--- src/rtl/pwr_mode_ctl.sv ---
module pwr_mode_ctl #(
  parameter int unsigned NAP_WAKE_CYC   = 25,
  parameter int unsigned SLEEP_WAKE_CYC = 20000000,
  parameter int unsigned SYNC_STAGES    = 2
) (
  input  logic       clk,
  input  logic       rst_n,
  input  logic       shdn_n_i,
  input  logic       sel_n_i,
  input  logic       conv_req_i,
  output logic       core_pwr_en_o,
  output logic       ref_pwr_en_o,
  output logic       ready_o,
  output logic       conv_go_o,
  output logic       conv_err_o,
  output logic [1:0] mode_o
);

  localparam int unsigned MAX_CYC = (SLEEP_WAKE_CYC > NAP_WAKE_CYC) ? SLEEP_WAKE_CYC : NAP_WAKE_CYC;
  localparam int unsigned CNT_W   = $clog2(MAX_CYC + 1);
  localparam logic [CNT_W-1:0] NAP_LD = CNT_W'(NAP_WAKE_CYC);
  localparam logic [CNT_W-1:0] SLP_LD = CNT_W'(SLEEP_WAKE_CYC);

  typedef enum logic [1:0] {
    M_ACT  = 2'b00,
    M_NAP  = 2'b01,
    M_SLP  = 2'b10,
    M_WAKE = 2'b11
  } mode_e;

  logic [SYNC_STAGES-1:0] sd_q, cs_q, rq_q;
  logic                   sd_s, cs_s, rq_s, rq_d, req_edge;
  mode_e                  state;
  logic [CNT_W-1:0]       cnt;
  logic                   ref_ok, go_q, err_q;

  always_ff @(posedge clk or negedge rst_n) begin
    if (!rst_n) begin
      sd_q <= '0;
      cs_q <= '1;
      rq_q <= '0;
    end else begin
      sd_q <= {sd_q[SYNC_STAGES-2:0], shdn_n_i};
      cs_q <= {cs_q[SYNC_STAGES-2:0], sel_n_i};
      rq_q <= {rq_q[SYNC_STAGES-2:0], conv_req_i};
    end
  end

  assign sd_s     = sd_q[SYNC_STAGES-1];
  assign cs_s     = cs_q[SYNC_STAGES-1];
  assign rq_s     = rq_q[SYNC_STAGES-1];
  assign req_edge = rq_s & ~rq_d;

  always_ff @(posedge clk or negedge rst_n) begin
    if (!rst_n) begin
      state  <= M_SLP;
      cnt    <= '0;
      ref_ok <= 1'b0;
      rq_d   <= 1'b0;
      go_q   <= 1'b0;
      err_q  <= 1'b0;
    end else begin
      rq_d <= rq_s;
      go_q <= req_edge && (state == M_ACT);
      if (req_edge && (state != M_ACT)) err_q <= 1'b1;

      if (!sd_s) begin
        state <= cs_s ? M_SLP : M_NAP;
        cnt   <= '0;
        if (cs_s) ref_ok <= 1'b0;
      end else begin
        case (state)
          M_NAP, M_SLP: begin
            state <= M_WAKE;
            cnt   <= ref_ok ? NAP_LD : SLP_LD;
          end
          M_WAKE: begin
            if (cnt <= 1) begin
              state  <= M_ACT;
              ref_ok <= 1'b1;
            end else begin
              cnt <= cnt - 1'b1;
            end
          end
          default: state <= M_ACT;
        endcase
      end
    end
  end

  assign mode_o        = state;
  assign ready_o       = (state == M_ACT);
  assign core_pwr_en_o = (state == M_ACT) || (state == M_WAKE);
  assign ref_pwr_en_o  = (state != M_SLP);
  assign conv_go_o     = go_q;
  assign conv_err_o    = err_q;

endmodule

--- config.mk ---
export PLATFORM = sky130hd
export DESIGN_NAME = pwr_mode_ctl
export DESIGN_NICKNAME = d
export VERILOG_FILES = /design/src/rtl/pwr_mode_ctl.sv
export SDC_FILE = /design/constraint.sdc
export NUM_CORES = 1
export LEC_CHECK = 0
export BUFFER_PORTS_ARGS = -buffer_cell sky130_fd_sc_hd__buf_2
export CAP_MARGIN = 5
export CELL_PAD_IN_SITES_DETAIL_PLACEMENT = 1
export CELL_PAD_IN_SITES_GLOBAL_PLACEMENT = 1
export CORE_UTILIZATION = 35
export DETAILED_ROUTE_END_ITERATION = 7
export PLACE_DENSITY = 0.66
export SLEW_MARGIN = 20
export SYNTH_ARGS = -nofsm -noshare
export SYNTH_HDL_FRONTEND = slang
export SYNTH_SLANG_ARGS = --single-unit
--- constraint.sdc ---
create_clock -name clk -period 4 [get_ports clk]
set_input_delay 0.8 -clock clk [delete_from_list [all_inputs] [get_ports clk]]
set_output_delay 0.8 -clock clk [all_outputs]
set_load 0.02 [all_outputs]
==> impl_metrics.env, run 1 <==
export IMPL_yosys_register_bits=37
export IMPL_fin_crit_ns=2.80
export IMPL_cts_htree_levels=2
export IMPL_min_path_type="flop to flop"
export IMPL_p_leak_nw=0.928
export IMPL_cp_max_fo=17
export IMPL_crit_path_max_incr_delay_ns=0.75
export IMPL_synth_edff_count=0
export IMPL_portBuffers=11
export IMPL_row_count=27
export IMPL_synth_top_area_share_pct=42.9
export IMPL_setup_violations=0
export IMPL_first_pass_iters=4
export IMPL_drive_gt1_share_pct=15.5
export IMPL_p_per_area_nw_per_um2=927
export IMPL_drv_cap=0
export IMPL_critPathKind="flop to flop"
export IMPL_internal_power_mw=1.07
export IMPL_final_hold_violation_count=0
export IMPL_cp_required_ns=4.21
export IMPL_yosysSeqAreaShare_pct=46.9
export IMPL_slew_headroom_pct=43.3
export IMPL_final_seq_area_sq_um=930
export IMPL_grt_overflow_total=0
export IMPL_syn_nets=219
export IMPL_worst_slew_pin_slew_ns=0.851
export IMPL_syn_avg_cell_area_sq_um=9.49
export IMPL_post_cts_resize_count=0
export IMPL_antenna_found_initial=0
export IMPL_arrival_ns=3.01
export IMPL_final_cell_count_no_fill=292
export IMPL_cts_inserted_buffers=5
export IMPL_multi_input_area_sq_um=990
export IMPL_drv_slew=0
export IMPL_grt_max_degree=38
export IMPL_fillers=653
export IMPL_total_power_mw=2.05
export IMPL_ios=12
export IMPL_hold_buffers=0
export IMPL_nets=229
export IMPL_crit_chain="ha_1, and2_1, nand4_1, o31ai_2, buf_4, nor4_1, o221ai_1"
export IMPL_startpoint="mode_o[1]"
export IMPL_wl_microns=5170
export IMPL_synth_main_ff_cell="dfrtp_1"
export IMPL_chipWidth_microns=77.3
export IMPL_cp_start_kind="flop"
export IMPL_cp_top_family="compound AO/OA/AOI/OAI gates"
export IMPL_crit_path_end_kind="flop"
export IMPL_gp_congestion=0.780
export IMPL_clk_pin_slew_ns=0.09
export IMPL_cts_sinks=37
export IMPL_cts_tree="yes"
export IMPL_crit_slowest_cell="o31ai_2"
export IMPL_p_comb_share_pct=53.4
export IMPL_synth_cell_types=46
export IMPL_core_sq_um=5470
export IMPL_clock_skew_ns=0.0109
export IMPL_start_util_pct=36.2
export IMPL_ys_async_sr_fraction_pct=100
export IMPL_grt_pass1_wl_microns=8830
export IMPL_dp_cells=284
export IMPL_postRouteAntennaNets=0
export IMPL_tns_ns=0
export IMPL_fmax_ghz=0.357
export IMPL_synth_warnings=0
export IMPL_dp_final_hpwl_microns=3530
export IMPL_min_from="sd_q[0]"
export IMPL_die_area_sq_um=5970
export IMPL_timing_rr_start="mode_o[1]"
export IMPL_cts_buffer_depth=2
export IMPL_syn_inst=209
export IMPL_period_share_pct=70.0
export IMPL_cts_root_buf="clkbuf_8"
export IMPL_antenna_cells=0
export IMPL_grt_pass1_vias=1731
export IMPL_clkPwrFrac_pct=16.3
export IMPL_post_drt_via_cell_ratio=5.76
export IMPL_routedWlPerCell_microns=17.7
export IMPL_max_vdd_ir_drop_mv=0.377
export IMPL_drc=0
export IMPL_clk_latency_ns=0.30
export IMPL_gr_usage_all_layers_pct=19.5
export IMPL_yosys_top_cells_area="dfrtp_1 (43%), dfstp_2 (4.0%), nand2_1 (3.6%)"
export IMPL_postCtsSetupRepairBufs=0
export IMPL_p_sw_mw=0.980
export IMPL_areaGrowthSynthToFinish_pct=11.8
export IMPL_drt_iter0_markers=119
export IMPL_yosysTopAreaCell="dfrtp_1"
export IMPL_pwr_share_seq_pct=30.3
export IMPL_path_buf_inv=1
export IMPL_rsz0062_at_grt="no"
export IMPL_synth_area_sq_um=1980
export IMPL_num_vias=1683
export IMPL_die_h_microns=77.3
export IMPL_status="finished clean"
export IMPL_switching_share_pct=47.7
-- logic make-up (layout without fill, tap and decap cells) --
logic type | after synthesis | count (layout) | share of synthesized area (%)
adders and majority gates | 5 | 5 | 3.15
buffers and inverters | 17 | 28 | 3.47
and+or+nand+nor | 90 | 90 | 26.5
xor gates and xnor gates | 1 | 1 | 0.442
DFF | 37 | 37 | 46.9
AOI/OAI and AO/OA | 59 | 59 | 19.6
-- sequential cells by signal, summed over array words and instances, names as in the netlist --
name,flops
mode_o,2
conv_go_o,1
cnt,25
sd_q,2
cs_q,2
conv_err_o,1
rq_d,1
ref_ok,1
rq_q,2
-- cell type report --
class | instances | area share (%)
clock buffer | 5 | 3.10
clock inverter | 3 | 2.09
inverter | 8 | 1.35
multi-input combinational | 155 | 44.6
sequential | 37 | 41.9
tap | 72 | 4.06
timing repair buffer | 12 | 2.82
-- synth_stat cells, drive strengths merged, types with 5 or more instances --
library cell and count:
a21oi 14, clkbuf 5, dfrtp 34, ha 5, inv 8, nand2 19
nor2 12, nor3 9, nor4 9, o211ai 7, o21ai 13, o31ai 8
or3 11, or4 8
-- through the flow --
step	utilization (%)	worst slack (ns)	area (sq um)	hold WS, ns
after detailed placement	38.4	1.20	2100	0.337
after global placement	38.4	1.27	2100	0.334
final	40.5	1.20	2220	0.355
after CTS	40.5	1.18	2220	0.357
after global routing	40.5	0.924	2220	0.362
after floorplan	-	1.67	1980	0.331
-- layer usage --
layer  GRT usage [%]  wire length [microns]  vias to the layer above
met2            30.4                   2480                       20
met4            7.74                     78                        0
met1            26.4                   2500                      846
li1                -                      -                      812
met3            3.93                    110                        5
met5               0                      0                        -
-- cell usage in the layout (no fill, tap or decap), types with 2 or more instances in the layout --
| master | netlist | layout |
|---|---|---|
| o211ai_1 | 7 | 7 |
| or2_2 | 3 | 3 |
| a21oi_1 | 14 | 14 |
| clkbuf_8 | 0 | 5 |
| buf_2 | 4 | 11 |
| and3_1 | 2 | 2 |
| or4_1 | 5 | 5 |
| a22o_1 | 2 | 2 |
| nor2b_1 | 2 | 2 |
| o311ai_0 | 2 | 2 |
| o221ai_1 | 3 | 3 |
| or3_1 | 10 | 10 |
| ha_1 | 5 | 5 |
| nor2_1 | 12 | 12 |
| and2_1 | 2 | 2 |
| o21ai_0 | 12 | 12 |
| nor4_1 | 8 | 8 |
| or4_2 | 2 | 2 |
| o31ai_1 | 8 | 7 |
| nand3_1 | 4 | 4 |
| nand2_1 | 19 | 19 |
| o21a_1 | 2 | 2 |
| a31oi_1 | 2 | 2 |
| dfrtp_1 | 34 | 34 |
| nand4_1 | 3 | 3 |
| dfstp_2 | 3 | 3 |
| nor3_1 | 8 | 8 |
| inv_1 | 8 | 8 |
-- path summary, 6_finish.rpt --
kind                           end  slack, ns  cells after the start
setup / recovery           cnt[11]       1.20                      7
hold / removal             sd_q[1]       0.36                      0
setup reg to reg           cnt[11]       1.20                      7
hold reg to reg            sd_q[1]       0.36                      0
max in group asynchronous  cnt[23]       2.86                      1
min in group asynchronous  cnt[11]       0.61                      1
-- power by group through the flow --
stage | clock network [mW] | logic, mW | registers (mW)
floorplan | 0 | 0.828 | 0.602
global placement | 0 | 1.08 | 0.622
detailed placement | 0 | 1.10 | 0.624
CTS | 0.344 | 1.11 | 0.619
global route | 0.359 | 1.25 | 0.640
finish | 0.336 | 1.10 | 0.622
Power figures use the tool's default switching activity.
==> run 2, diff against run 1 <==
--- a/config.mk
+++ b/config.mk
@@ -5,13 +5,14 @@
 export SDC_FILE = /design/constraint.sdc
 export NUM_CORES = 1
 export LEC_CHECK = 0
+export ABC_AREA = 1
 export BUFFER_PORTS_ARGS = -buffer_cell sky130_fd_sc_hd__buf_2
 export CAP_MARGIN = 5
 export CELL_PAD_IN_SITES_DETAIL_PLACEMENT = 1
 export CELL_PAD_IN_SITES_GLOBAL_PLACEMENT = 1
 export CORE_UTILIZATION = 35
 export DETAILED_ROUTE_END_ITERATION = 7
-export PLACE_DENSITY = 0.66
+export PLACE_DENSITY = 0.7
 export SLEW_MARGIN = 20
 export SYNTH_ARGS = -nofsm -noshare
 export SYNTH_HDL_FRONTEND = slang
==> constraint.sdc (replaced) <==
create_clock -name clk -period 2.4 [get_ports clk]
set_input_delay 0.48 -clock clk [delete_from_list [all_inputs] [get_ports clk]]
set_output_delay 0.48 -clock clk [all_outputs]
set_load 0.02 [all_outputs]
==> run 2 against run 1 <==
Compared with the run above:
- register-to-register slack worse by 0.85 ns
- clock power is 70% higher
- utilization is 1.1 points lower
- critical path type unchanged
- critical endpoint is now cnt[20]
- largest power group unchanged
- highest routed layer unchanged
==> impl_metrics.env, run 2 <==
export IMPL_status="finished clean"
export IMPL_post_cts_resize_count=0
export IMPL_grt_overflow_total=0
export IMPL_period_share_pct=85.4
export IMPL_final_hold_violation_count=0
export IMPL_rrSetupSlack_ns=0.35
export IMPL_p_per_area_nw_per_um2=1490
export IMPL_postCtsSetupRepairBufs=0
export IMPL_cts_sinks=37
export IMPL_drv_slew=0
export IMPL_ys_async_sr_fraction_pct=100
export IMPL_hold_path_endpoint="cs_q[0]"
export IMPL_cts_tree="yes"
export IMPL_die_area_sq_um=7320
export IMPL_largest_register_ffs=25
export IMPL_cts_htree_levels=2
export IMPL_yosysSeqAreaShare_pct=38.0
export IMPL_num_vias=2129
export IMPL_pwr_share_seq_pct=25.6
export IMPL_crit_path_end_kind="flop"
export IMPL_synth_cell_types=29
export IMPL_gp_congestion=0.787
export IMPL_routedWlPerCell_microns=15.3
export IMPL_p_leak_nw=1.27
export IMPL_slew_headroom_pct=43.2
export IMPL_grt_pass1_vias=2225
export IMPL_drt_iter0_markers=83
export IMPL_p_sw_mw=2.13
export IMPL_switching_share_pct=53.8
export IMPL_drv_cap=0
export IMPL_wl_microns=6260
export IMPL_clock_skew_ns=0.00628
export IMPL_grt_max_degree=47
export IMPL_dp_final_hpwl_microns=4610
export IMPL_antenna_found_initial=0
export IMPL_drc=0
export IMPL_rsz0062_at_grt="no"
export IMPL_tns_ns=0
export IMPL_fin_crit_ns=2.05
export IMPL_worst_r2r_path_depth=9
export IMPL_yosys_top_cells_count="nand2_1 (69), nor2_1 (46), dfrtp_1 (34)"
export IMPL_cts_inserted_buffers=5
export IMPL_clkPwrFrac_pct=14.4
export IMPL_ios=12
export IMPL_fmax_ghz=0.488
export IMPL_yosysTopAreaCell="dfrtp_1"
export IMPL_p_comb_share_pct=60.0
export IMPL_synth_area_sq_um=2440
export IMPL_row_count=30
export IMPL_syn_avg_cell_area_sq_um=7.81
export IMPL_worst_slew_pin_slew_ns=0.853
export IMPL_gr_usage_all_layers_pct=18.8
export IMPL_areaGrowthSynthToFinish_pct=8.91
export IMPL_synth_edff_count=0
export IMPL_top_register="cnt"
export IMPL_stdcell_area_sq_um=2660
export IMPL_nets=338
export IMPL_final_cell_count_no_fill=409
export IMPL_final_cell_mix="nand2_1 (69), nor2_1 (46), dfrtp_1 (34)"
export IMPL_first_pass_iters=4
export IMPL_antenna_cells=0
export IMPL_dp_cells=401
export IMPL_cp_start_kind="flop"
export IMPL_placed_area_sq_um=2550
export IMPL_synth_most_common_cell="nand2_1"
export IMPL_postRouteAntennaNets=0
export IMPL_hold_buffers=0
export IMPL_drive_gt1_share_pct=24.6
export IMPL_arrival_ns=2.25
export IMPL_syn_nets=323
export IMPL_cp_required_ns=2.60
export IMPL_chipWidth_microns=85.6
export IMPL_post_drt_via_cell_ratio=5.21
export IMPL_synth_main_ff_cell="dfrtp_1"
export IMPL_setup_violations=0
export IMPL_min_path_cells=1
export IMPL_clk_latency_ns=0.30
export IMPL_timing_rr_start="cnt[0]"
export IMPL_internal_power_mw=1.83
export IMPL_synth_top_area_share_pct=34.8
export IMPL_min_path_type="input port to flop"
export IMPL_final_common_cell="nand2_1"
export IMPL_cts_root_buf="clkbuf_8"
export IMPL_clk_pin_slew_ns=0.09
export IMPL_core_sq_um=6760
export IMPL_cts_buffer_depth=2
export IMPL_critPathKind="flop to flop"
export IMPL_yosys_register_bits=37
export IMPL_yosys_top_cells_area="dfrtp_1 (35%), nand2_1 (11%), o21ai_2 (8.2%)"
export IMPL_r2r_end="cnt[20]"
export IMPL_min_from="sel_n_i"
export IMPL_fillers=852
export IMPL_max_vdd_ir_drop_mv=0.698
export IMPL_syn_inst=313
export IMPL_portBuffers=11
export IMPL_cp_max_fo=10
export IMPL_synth_warnings=0
export IMPL_start_util_pct=36.2
export IMPL_die_h_microns=85.6
export IMPL_grt_pass1_wl_microns=10700
-- run 2: cell types whose count changed after synthesis, sizes merged, moves of 8 or more --
| cell | delta |
|---|---|
| or4 | -8 |
| or3 | -11 |
| nor4 | -9 |
| o21ai | +17 |
| nor3 | -9 |
| a21oi | -12 |
| inv | +20 |
| nand4 | +18 |
| nor2 | +41 |
| nand3 | +22 |
| nand2 | +69 |
-- run 2: power by group through the flow --
stage | logic (mW) | registers (mW) | clock network, mW
floorplan | 1.89 | 0.989 | 0
global placement | 2.33 | 1.02 | 0
detailed placement | 2.39 | 1.03 | 0
CTS | 2.41 | 1.02 | 0.587
global route | 2.68 | 1.04 | 0.605
finish | 2.38 | 1.02 | 0.570
-- run 2: cells by family (layout without fill, tap and decap cells) --
kind of cell / Yosys count / after routing / share of synthesized area (%)
DFF: 37 / 37 / 38.0
buffers and inverters: 36 / 52 / 7.99
xor gates and xnor gates: 4 / 4 / 1.43
AOI/OAI and AO/OA: 38 / 38 / 11.9
and+or+nand+nor: 193 / 193 / 38.0
adders and majority gates: 5 / 5 / 2.56
-- run 2: area by class of cell --
class / instances / area, sq um / share of cell area, %
clock buffer: 5 / 68.8 / 2.59
clock inverter: 3 / 46.3 / 1.74
inverter: 28 / 105 / 3.95
multi-input combinational: 240 / 1320 / 49.6
sequential: 37 / 930 / 34.9
tap: 80 / 100 / 3.76
timing repair buffer: 16 / 92.6 / 3.48
-- run 2: worst max-delay path by stage --
stage | from | endpoint | slack [ns] | cells after the start
global placement | cnt[0] | cnt[20] | 0.42 | 9
floorplan | mode_o[1] | cnt[0] | 0.67 | 8
detailed placement | cnt[0] | cnt[20] | 0.39 | 9
finish | cnt[0] | cnt[20] | 0.35 | 9
global route | cnt[0] | cnt[20] | 0.17 | 9
CTS | cnt[0] | cnt[20] | 0.35 | 9
-- run 2: metal layers --
metal	GRT usage [%]	share of wire [%]
met4	5.15	1.1
met1	24.3	48
met5	0	0
met2	32.7	49
met3	2.98	2.3
-- run 2: stage by stage --
| step | power (mW) | setup WS (ns) | hold WS [ns] | util, % |
|---|---|---|---|---|
| final | 3.97 | 0.350 | 0.266 | 39.4 |
| after global placement | 3.35 | 0.417 | 0.334 | 37.7 |
| after global routing | 4.32 | 0.174 | 0.257 | 39.4 |
| after detailed placement | 3.42 | 0.388 | 0.342 | 37.7 |
| after CTS | 4.02 | 0.350 | 0.257 | 39.4 |
| after floorplan | 2.88 | 0.668 | 0.184 | - |
-- run 2: worst max-delay path: stages, from the launching register on --
cell and delay [ns]:
dfrtp_1 0.46, inv_1 0.15, ha_1 0.27, nand2_1 0.19
nor2_2 0.42, nand3_1 0.13, nand2_1 0.08, nand3_1 0.09
nand4_1 0.10, nand2_1 0.06
==> run 3, diff against run 2 <==
--- a/config.mk
+++ b/config.mk
@@ -10,6 +10,7 @@
 export CAP_MARGIN = 5
 export CELL_PAD_IN_SITES_DETAIL_PLACEMENT = 1
 export CELL_PAD_IN_SITES_GLOBAL_PLACEMENT = 1
+export CORE_MARGIN = 3
 export CORE_UTILIZATION = 35
 export DETAILED_ROUTE_END_ITERATION = 7
 export PLACE_DENSITY = 0.7
==> run 3 against run 2 <==
Compared with the run above:
- non-clock buffer count decreased by 2
- cell area decreased by 0.85%
- critical path depth down 2
- global-route usage is 1.8 points lower
- register-to-register slack better by 0.097 ns
- critical endpoint is now cnt[0]
- clock skew up 0.0017 ns
- largest power group unchanged
==> impl_metrics.env, run 3 (synthesis gave the netlist of run 2 again) <==
export IMPL_status="finished clean"
export IMPL_post_drt_via_cell_ratio=4.93
export IMPL_crit_path_end_kind="flop"
export IMPL_drt_iter0_markers=127
export IMPL_grt_pass1_wl_microns=10400
export IMPL_drv_cap=0
export IMPL_clk_latency_ns=0.30
export IMPL_drv_slew=0
export IMPL_ios=12
export IMPL_p_leak_nw=1.25
export IMPL_min_path_cells=1
export IMPL_final_hold_violation_count=0
export IMPL_hold_slack_ns=0.274
export IMPL_use_met1_pct=23.1
export IMPL_min_path_type="input port to flop"
export IMPL_pre_cts_slack_ns=0.465
export IMPL_setup_violations=0
export IMPL_portBuffers=11
export IMPL_cts_root_buf="clkbuf_8"
export IMPL_cp_max_fo=46
export IMPL_slew_headroom_pct=43.9
export IMPL_final_cell_mix="nand2_1 (69), nor2_1 (46), dfrtp_1 (34)"
export IMPL_gp_congestion=0.844
export IMPL_grt_max_degree=47
export IMPL_cts_inserted_buffers=5
export IMPL_fillers=817
export IMPL_dp_cells=412
export IMPL_cts_sinks=37
export IMPL_final_common_cell="nand2_1"
export IMPL_final_cell_count_no_fill=420
export IMPL_num_vias=2069
export IMPL_start_util_pct=37.2
export IMPL_clock_skew_ns=0.00797
export IMPL_core_sq_um=6570
export IMPL_rsz0062_at_grt="no"
export IMPL_first_pass_iters=5
export IMPL_antenna_found_initial=0
export IMPL_chipWidth_microns=89.6
export IMPL_areaGrowthSynthToFinish_pct=7.99
export IMPL_p_per_area_nw_per_um2=1430
export IMPL_max_vdd_ir_drop_mv=0.675
export IMPL_cts_htree_levels=2
export IMPL_drive_gt1_share_pct=24.2
export IMPL_routedWlPerCell_microns=14.5
export IMPL_clk_pin_slew_ns=0.08
export IMPL_postCtsSetupRepairBufs=0
export IMPL_cp_required_ns=2.62
export IMPL_postRouteAntennaNets=0
export IMPL_top_register="cnt"
export IMPL_cts_buffer_depth=2
export IMPL_met2_usage_pct=27.3
export IMPL_worst_slew_pin_slew_ns=0.841
export IMPL_die_h_microns=89.6
export IMPL_wl_microns=6100
export IMPL_cts_tree="yes"
export IMPL_antenna_cells=0
export IMPL_arrival_ns=2.18
export IMPL_worst_r2r_path_depth=7
export IMPL_grt_pass1_vias=2081
export IMPL_tns_ns=0
export IMPL_period_share_pct=81.4
export IMPL_finalWorstSetupSlack_ns=0.447
export IMPL_top_usage_layer="met2"
export IMPL_fin_crit_ns=1.95
export IMPL_total_power_mw=3.77
export IMPL_hold_buffers=0
export IMPL_drc=0
export IMPL_largest_register_ffs=25
export IMPL_dp_final_hpwl_microns=4560
export IMPL_fmax_ghz=0.512
export IMPL_nets=336
export IMPL_use_met3_pct=3.59
export IMPL_grt_overflow_total=0
export IMPL_post_cts_resize_count=0
export IMPL_cp_start_kind="flop"
export IMPL_critPathKind="flop to flop"
export IMPL_row_count=29
export IMPL_gr_usage_all_layers_pct=17.0
export IMPL_die_area_sq_um=8020
[run 3: changes by cell type in the layout (fill, tap and decap cells not counted), sizes merged]
cell / previous run / this run
buf: 16 / 14
bufinv: 1 / 0
clkinvlp: 1 / 0
clkinv: 1 / 3
[run 3: worst max-delay path: stages, from the launching register on]
cell	delay (ns)
dfstp_2	0.57
inv_1	0.06
ha_1	0.29
nor2_1	0.16
nand2_1	0.21
nand2_8	0.36
nand2_1	0.12
o21ai_2	0.07
[run 3: power by group]
| part | switching (mW) | internal (mW) |
|---|---|---|
| registers | 0.238 | 0.794 |
| clock network | 0.259 | 0.206 |
| logic | 1.57 | 0.706 |
| total | 2.07 | 1.71 |
[run 3: per-stage QoR]
| step | instance area [sq um] | util [%] |
|---|---|---|
| detailed placement | 2550 | 38.8 |
| finish | 2640 | 40.2 |
| CTS | 2640 | 40.2 |
| floorplan | 2440 | - |
| global route | 2640 | 40.2 |
| global placement | 2550 | 38.8 |
[run 3: cell type report]
class	count	area [sq um]	area share, %
multi-input combinational	240	1320	50.0
sequential	37	930	35.2
tap	93	116	4.41
inverter	28	105	3.98
timing repair buffer	14	77.6	2.94
clock buffer	5	68.8	2.61
clock inverter	3	22.5	0.853
[run 3: path summary, 6_finish.rpt]
path | startpoint | to | slack, ns
min | sel_n_i | cs_q[0] | 0.27
max reg2reg | mode_o[1] | cnt[0] | 0.45
min in group asynchronous | rst_n | cnt[18] | 0.28
max in group asynchronous | rst_n | mode_o[0] | 1.59
max | mode_o[1] | cnt[0] | 0.45
min reg2reg | cs_q[0] | cs_q[1] | 0.36
[run 3: metal layers]
layer / wire length [microns] / share of wire (%)
met1: 3050 / 50
met3: 149 / 2.4
met4: 83 / 1.4
met5: 0 / 0
met2: 2820 / 46
